==> config.mk <==
export PLATFORM = sky130hd
export DESIGN_NAME = dram_cycle_decoder
export DESIGN_NICKNAME = d
export VERILOG_FILES = /design/src/rtl/dcd_pkg.sv /design/src/rtl/dcd_sync.sv /design/src/rtl/dcd_edges.sv /design/src/rtl/dcd_addr_latch.sv /design/src/rtl/dcd_cycle_ctrl.sv /design/src/rtl/dram_cycle_decoder.sv
export SDC_FILE = /design/constraint.sdc
export NUM_CORES = 1
export LEC_CHECK = 0
export BUFFER_PORTS_ARGS = -buffer_cell sky130_fd_sc_hd__buf_2
export CORE_UTILIZATION = 45
export CTS_BUF_LIST = sky130_fd_sc_hd__clkbuf_8
export DETAILED_ROUTE_END_ITERATION = 8
export GPL_TIMING_DRIVEN = 0
export MAX_ROUTING_LAYER = met4
export PLACE_DENSITY = 0.7
export SLEW_MARGIN = 20
export SYNTH_ARGS = -nofsm -noshare
export SYNTH_HDL_FRONTEND = slang
export SYNTH_HIERARCHICAL = 1
export SYNTH_SLANG_ARGS = --single-unit
==> constraint.sdc <==
create_clock -name clk -period 1.54 [get_ports clk]
set_input_delay 0.308 -clock clk [delete_from_list [all_inputs] [get_ports clk]]
set_output_delay 0.308 -clock clk [all_outputs]
set_load 0.01 [all_outputs]
==> src/rtl/dcd_pkg.sv <==
// Shared types for the DRAM cycle type decoder.
package dcd_pkg;
    typedef enum logic [2:0] {
        CYC_STANDBY  = 3'd0,
        CYC_READ     = 3'd1,
        CYC_EARLY_WR = 3'd2,
        CYC_LATE_WR  = 3'd3,
        CYC_RMW      = 3'd4,
        CYC_ROW_REF  = 3'd5,
        CYC_CBR_REF  = 3'd6,
        CYC_HIDDEN   = 3'd7
    } cyc_t;
endpackage

==> src/rtl/dcd_sync.sv <==
// Two-flop synchronizer for a W-bit group.
// Assumes multi-bit groups are stable around the strobe edges that use them.
module dcd_sync #(
    parameter int W = 1,
    parameter logic [W-1:0] RST_VAL = '0
) (
    input  logic         clk,
    input  logic         rst_n,
    input  logic [W-1:0] d,
    output logic [W-1:0] q
);
    logic [W-1:0] meta;

    // Two register stages into the clock domain.
    always_ff @(posedge clk) begin
        if (!rst_n) begin
            meta <= RST_VAL;
            q    <= RST_VAL;
        end else begin
            meta <= d;
            q    <= meta;
        end
    end
endmodule

==> src/rtl/dcd_edges.sv <==
// Falling-edge detection on the synchronized active-low strobes.
// Assumes inputs already synchronized; idle level is high.
module dcd_edges (
    input  logic clk,
    input  logic rst_n,
    input  logic s_ras,
    input  logic s_cas,
    input  logic s_we,
    output logic ras_fall,
    output logic cas_fall,
    output logic we_fall
);
    logic p_ras, p_cas, p_we;

    // Registered copies of the previous sample.
    always_ff @(posedge clk) begin
        if (!rst_n) begin
            p_ras <= 1'b1;
            p_cas <= 1'b1;
            p_we  <= 1'b1;
        end else begin
            p_ras <= s_ras;
            p_cas <= s_cas;
            p_we  <= s_we;
        end
    end

    // A fall is high-then-low between consecutive samples.
    always_comb begin
        ras_fall = p_ras & ~s_ras;
        cas_fall = p_cas & ~s_cas;
        we_fall  = p_we  & ~s_we;
    end
endmodule

==> src/rtl/dcd_addr_latch.sv <==
// Latches the row half on a row-strobe fall and the column half on a
// column-strobe fall inside an active row cycle.
module dcd_addr_latch #(
    parameter int AW = 11
) (
    input  logic          clk,
    input  logic          rst_n,
    input  logic          s_ras,
    input  logic          ras_fall,
    input  logic          cas_fall,
    input  logic [AW-1:0] s_addr,
    output logic [AW-1:0] row_q,
    output logic [AW-1:0] col_q
);
    // Capture each address half at its strobe.
    always_ff @(posedge clk) begin
        if (!rst_n) begin
            row_q <= '0;
            col_q <= '0;
        end else begin
            if (ras_fall)
                row_q <= s_addr;
            if (cas_fall && !s_ras)
                col_q <= s_addr;
        end
    end

    assert_col_capture_R1: assert property (@(posedge clk) disable iff (!rst_n)
        (cas_fall && !s_ras) |=> (col_q == $past(s_addr)));
endmodule

==> src/rtl/dcd_cycle_ctrl.sv <==
// Classifies the cycle from strobe edge order and drives the write strobe,
// the write data register, the early-write flag and the data-pin enable.
// Assumes synchronized active-low inputs and one-sample edge pulses.
module dcd_cycle_ctrl
    import dcd_pkg::*;
#(
    parameter int DW = 4
) (
    input  logic          clk,
    input  logic          rst_n,
    input  logic          s_ras,
    input  logic          s_cas,
    input  logic          s_we,
    input  logic          s_oe,
    input  logic          ras_fall,
    input  logic          cas_fall,
    input  logic          we_fall,
    input  logic [DW-1:0] s_dq,
    output cyc_t          cyc_q,
    output logic          oe_q,
    output logic          ew_q,
    output logic          stb_q,
    output logic [DW-1:0] wdat_q
);
    logic rd_class;
    logic wr_take;

    // Classes whose data pins follow the output-enable line.
    always_comb begin
        rd_class = (cyc_q == CYC_READ) || (cyc_q == CYC_RMW) || (cyc_q == CYC_HIDDEN);
    end

    // Write is taken at a column fall with write enable low, or a later write-enable fall in a read.
    always_comb begin
        wr_take = (cas_fall && !s_ras && !s_we && !(s_ras && s_cas))
               || (!cas_fall && !ras_fall && we_fall && !s_cas && !s_ras && cyc_q == CYC_READ);
    end

    // Cycle classification and data-pin enable, in priority order.
    always_ff @(posedge clk) begin
        if (!rst_n) begin
            cyc_q <= CYC_STANDBY;
            oe_q  <= 1'b0;
            ew_q  <= 1'b0;
        end else if (s_ras && s_cas) begin
            cyc_q <= CYC_STANDBY;
            oe_q  <= 1'b0;
        end else if (ras_fall && !s_cas && !cas_fall) begin
            cyc_q <= oe_q ? CYC_HIDDEN : CYC_CBR_REF;
        end else if (ras_fall && s_cas) begin
            cyc_q <= CYC_ROW_REF;
            oe_q  <= 1'b0;
        end else if (cas_fall && !s_ras) begin
            if (!s_we && !we_fall) begin
                cyc_q <= CYC_EARLY_WR;
                ew_q  <= 1'b1;
                oe_q  <= 1'b0;
            end else if (!s_we) begin
                cyc_q <= CYC_LATE_WR;
                ew_q  <= 1'b0;
                oe_q  <= 1'b0;
            end else begin
                cyc_q <= CYC_READ;
                ew_q  <= 1'b0;
                oe_q  <= ~s_oe;
            end
        end else if (we_fall && !s_cas && !s_ras && cyc_q == CYC_READ) begin
            if (oe_q) begin
                cyc_q <= CYC_RMW;
            end else begin
                cyc_q <= CYC_LATE_WR;
                oe_q  <= 1'b0;
            end
        end else if (s_cas) begin
            oe_q <= 1'b0;
        end else if (rd_class) begin
            oe_q <= ~s_oe;
        end
    end

    // Write strobe and captured data.
    always_ff @(posedge clk) begin
        if (!rst_n) begin
            stb_q  <= 1'b0;
            wdat_q <= '0;
        end else begin
            stb_q <= wr_take;
            if (wr_take)
                wdat_q <= s_dq;
        end
    end

    assert_early_hiz_R3: assert property (@(posedge clk) disable iff (!rst_n)
        (cyc_q == CYC_EARLY_WR) |-> !oe_q);
    assert_stb_on_write_R5: assert property (@(posedge clk) disable iff (!rst_n)
        stb_q |-> (cyc_q == CYC_EARLY_WR || cyc_q == CYC_LATE_WR || cyc_q == CYC_RMW));
    assert_standby_off_R8: assert property (@(posedge clk) disable iff (!rst_n)
        (s_ras && s_cas) |=> (cyc_q == CYC_STANDBY && !oe_q));
    assert_cas_high_off_R2: assert property (@(posedge clk) disable iff (!rst_n)
        s_cas |=> !oe_q);
    assert_rmw_keeps_R6: assert property (@(posedge clk) disable iff (!rst_n)
        (we_fall && !s_cas && !s_ras && !cas_fall && !ras_fall && cyc_q == CYC_READ && oe_q)
        |=> (cyc_q == CYC_RMW && oe_q));
endmodule

==> src/rtl/dram_cycle_decoder.sv <==
// Top of the DRAM cycle type decoder: synchronizers, edge detection,
// address latch and cycle controller. All outputs are registered.
module dram_cycle_decoder #(
    parameter int AW = 11,
    parameter int DW = 4
) (
    input  logic          clk,
    input  logic          rst_n,
    input  logic          ras_n,
    input  logic          cas_n,
    input  logic          we_n,
    input  logic          oe_n,
    input  logic [AW-1:0] addr_in,
    input  logic [DW-1:0] dq_in,
    output logic [AW-1:0] row_addr,
    output logic [AW-1:0] col_addr,
    output logic [DW-1:0] wr_data,
    output logic          wr_stb,
    output logic          dq_oe,
    output logic          early_wr,
    output logic [2:0]    cycle_type
);
    import dcd_pkg::*;

    localparam int BW = AW + DW;

    logic [3:0]    s_ctl;
    logic [BW-1:0] s_bus;
    logic          ras_fall, cas_fall, we_fall;
    cyc_t          cyc;

    dcd_sync #(.W(4), .RST_VAL(4'hF)) u_sync_ctl (
        .clk(clk), .rst_n(rst_n),
        .d({ras_n, cas_n, we_n, oe_n}), .q(s_ctl)
    );

    dcd_sync #(.W(BW), .RST_VAL('0)) u_sync_bus (
        .clk(clk), .rst_n(rst_n),
        .d({addr_in, dq_in}), .q(s_bus)
    );

    dcd_edges u_edges (
        .clk(clk), .rst_n(rst_n),
        .s_ras(s_ctl[3]), .s_cas(s_ctl[2]), .s_we(s_ctl[1]),
        .ras_fall(ras_fall), .cas_fall(cas_fall), .we_fall(we_fall)
    );

    dcd_addr_latch #(.AW(AW)) u_addr (
        .clk(clk), .rst_n(rst_n),
        .s_ras(s_ctl[3]), .ras_fall(ras_fall), .cas_fall(cas_fall),
        .s_addr(s_bus[BW-1:DW]),
        .row_q(row_addr), .col_q(col_addr)
    );

    dcd_cycle_ctrl #(.DW(DW)) u_ctrl (
        .clk(clk), .rst_n(rst_n),
        .s_ras(s_ctl[3]), .s_cas(s_ctl[2]), .s_we(s_ctl[1]), .s_oe(s_ctl[0]),
        .ras_fall(ras_fall), .cas_fall(cas_fall), .we_fall(we_fall),
        .s_dq(s_bus[DW-1:0]),
        .cyc_q(cyc), .oe_q(dq_oe), .ew_q(early_wr),
        .stb_q(wr_stb), .wdat_q(wr_data)
    );

    assign cycle_type = cyc;
endmodule

==> run metrics <==
overall routed net length approximately 4800 µm; Critical Path Source Type flop; CP arrival ~1.8 ns; Area after DPL roughly 0.003 mm²; Hold Crit Class input pin to flop; ant diodes 0; via count of the first global-routing pass around 1,600; Reg area around 0.0015 mm²; Die Ht 78.7 µm; Layout Skew 0.00821 ns; Worst Path Required about 1.8 ns; Post-Synth XOR/XNOR Area less than 1%; adder-cell share of the synthesized area 0%; Reg clk slew, reported paths around 0.07 ns; Max Cap Viol 0; Die W 78.7 µm; core region area around 0.0056 mm²; largest net degree at the start of global routing 29; row count 27; post-route cell area about 0.0033 mm²; Initial Util a little under half; total track usage between 15 and 20%; port bufs 52; Root Buffer Master clkbuf_8; RSZ-0062 raised after global routing true; grt total ovfl 0; final hold violations 0; pwr/cell area approximately 1100 mW/mm²; power share of the clock group a little under two fifths; peak supply drop approximately 0.69 mV; drt drc 0; number of DRC markers in iteration 0 just over 80; NetSw about 830 µW; Slew Limit Fails 0; Sw Ratio between 20% and 30%; post-synth top area cell dfxtp_1; total number of vias 1,817; H-tree depth 3; Post-Synthesis Cells roughly 240; Post-DRT Antenna Nets 0; Netlist cell types 39; die area 0.00620 mm²; min Tclk post-route 1.48 ns; Post-synth EDFFs 0; Mean Syn Cell Area around 11 µm²; dominant cells by area after synthesis dfxtp_1 55%, mux2i_1 11%, and2_1 5.7%, nor2b_1 4.7%, nand2_1 3.7%; Primary FF master, synth dfxtp_1; Synth Area in Simple Gates between 20 and 30%; number of antenna violations at the first check in global routing 0; nature of the critical path endpoint flop; largest family of logic cells by synthesized area simple AND/OR/NAND/NOR gates; Comb power frac 5.5%; crit-path max FO 6; number of synthesized register bits between 70 and 80; CTS Buffer Depth 2; CTS buffer count 9; Setup CP Type flop to flop; final setup vio count 0; Syn. warnings 6; post-synth top area share 55.2%; Hold-fix buffers, CTS 0; slew of the pin with the lowest slew margin around 0.47 ns; RePlAce Congestion roughly 0.87; hold depth 2; post-synthesis mux area share between 10% and 20%; DR WL/cell around 12 µm; FF-to-FF path depth 6; 1st-pass router iterations 4; Achievable Freq 0.675 GHz; Filler cells slightly below 500; Final TNS setup 0 ns; Ports 53; CTS tree built; first-pass GRT wire length ~7600 µm; syn nets 263; CTS sink count 73; Leak 1.42 nW; share of synthesized registers carrying an async set or reset 0%; Int Power between 2 and 3 mW; status completed; mapped cell area between 0.002 and 0.003 mm²; layout cells sized above 1 34.0%; multi-input logic area roughly 0.0012 mm²; final net count approximately 330; Synth Area in Compound Gates under 10%; vias per cell 4.66; top cells by count, synth 73 x dfxtp_1, 29 x mux2i_1, 26 x nand2_1; most frequent cell after synthesis dfxtp_1; worst skew pair latency between 0.3 and 0.4 ns; HPWL after DPL ~3200 µm; relative slew slack between 60% and 70%; sequential share of power a little under three fifths; sequential area share after synthesis between 50% and 60%; final cycle utilization of the critical path between 90 and 100%; P&R area growth vs syn 24.1%
-- cell families after synthesis --
family,Yosys count
muxes,29
DFF,73
xor gates and xnor gates,1
AOI/OAI and AO/OA,16
and+or+nand+nor,111
buffers and inverters,12
-- through the flow --
| step | total power, mW | util, % | worst slack, ns | hold WS, ns | cells |
|---|---|---|---|---|---|
| final | 3.46 | 59.0 | 0.0578 | 0.147 | 390 |
| after global routing | 3.63 | 59.0 | -0.0763 | 0.133 | 390 |
| after CTS | 3.50 | 58.0 | 0.0192 | 0.129 | 386 |
| after detailed placement | 2.18 | 53.9 | -0.207 | 0.394 | 366 |
| after global placement | 2.18 | 53.9 | -0.216 | 0.388 | 366 |
| after floorplan | 2.12 | - | 0.0189 | 0.381 | 242 |
-- worst max-delay path, cell delays in order, from the launching register on --
cell      delay (ns)
dfxtp_4         0.35
buf_4           0.16
nor4b_4         0.24
buf_4           0.18
and2_1          0.16
o221ai_1        0.16
a21oi_1         0.16
-- path summary, 6_finish.rpt --
kind	slack (ns)	startpoint	endpoint
setup reg to reg	0.06	u_sync_ctl/q[3]$_SDFF_PN1_	u_ctrl/cyc_q[0]$_SDFFE_PP0P_
hold / removal	0.15	oe_n	u_sync_ctl/meta[0]$_SDFF_PN1_
setup / recovery	0.06	u_sync_ctl/q[3]$_SDFF_PN1_	u_ctrl/cyc_q[0]$_SDFFE_PP0P_
hold reg to reg	0.41	u_sync_ctl/meta[0]$_SDFF_PN1_	u_sync_ctl/q[0]$_SDFF_PN1_
-- cell type report --
type                    count  share of cell area (%)
plain buffers               9                    2.21
clock buffers               9                    3.77
clock inverters             7                    1.60
inverters                   3                   0.343
multi-input cells         158                    35.2
flip-flops and latches     73                    44.7
well taps                  72                    2.74
repair buffers             59                    9.44
-- per-layer routing --
metal	global-route usage [%]	share of wire [%]
met1	20.8	48
met5	-	0
met4	8.33	1.7
met2	24.5	46
met3	6.32	4.6
-- registers in the layout, summed over array words and instances, names as in the netlist --
name and cells:
u_sync_ctl/meta 4, u_edges/p_cas 1, u_addr/row_q 11, u_ctrl/wdat_q 4, u_ctrl/ew_q 1, u_addr/col_q 11, u_edges/p_we 1, u_ctrl/stb_q 1
u_sync_bus/meta 15, u_sync_ctl/q 4, u_sync_bus/q 15, u_edges/p_ras 1, u_ctrl/cyc_q 3, u_ctrl/oe_q 1
-- layout by cell type (no fill, tap or decap), types with 2 or more instances in the layout --
master     n
dfxtp_1   70
clkinv_4   2
and2b_1    2
nand3_1    5
a21oi_1    3
buf_6      4
clkbuf_2   5
inv_1      3
nand2_1   26
nor2b_1   17
or4b_1     2
nor2b_4    3
clkinv_2   2
buf_2     52
dfxtp_4    2
nor2_1     3
mux2i_1   29
and2_2     7
inv_6      2
buf_4      6
clkbuf_8   9
nand2b_1  12
and2_1    24
nor2b_2    2
-- power groups by stage --
stage	logic [mW]	clock network [mW]	registers (mW)
floorplan	0.112	0	2.00
global placement	0.168	0	2.01
detailed placement	0.171	0	2.01
CTS	0.182	1.35	1.96
global route	0.210	1.45	1.97
finish	0.190	1.31	1.96
-- repair_timing --
action | in CTS | in global routing
pin swaps | 0 | 1
setup endpoints to repair | 8 | 7
gates resized for setup | 6 | 8
setup buffers | 4 | 3
gates cloned | 0 | 1
No activity file was read; power rests on OpenSTA's default activity.
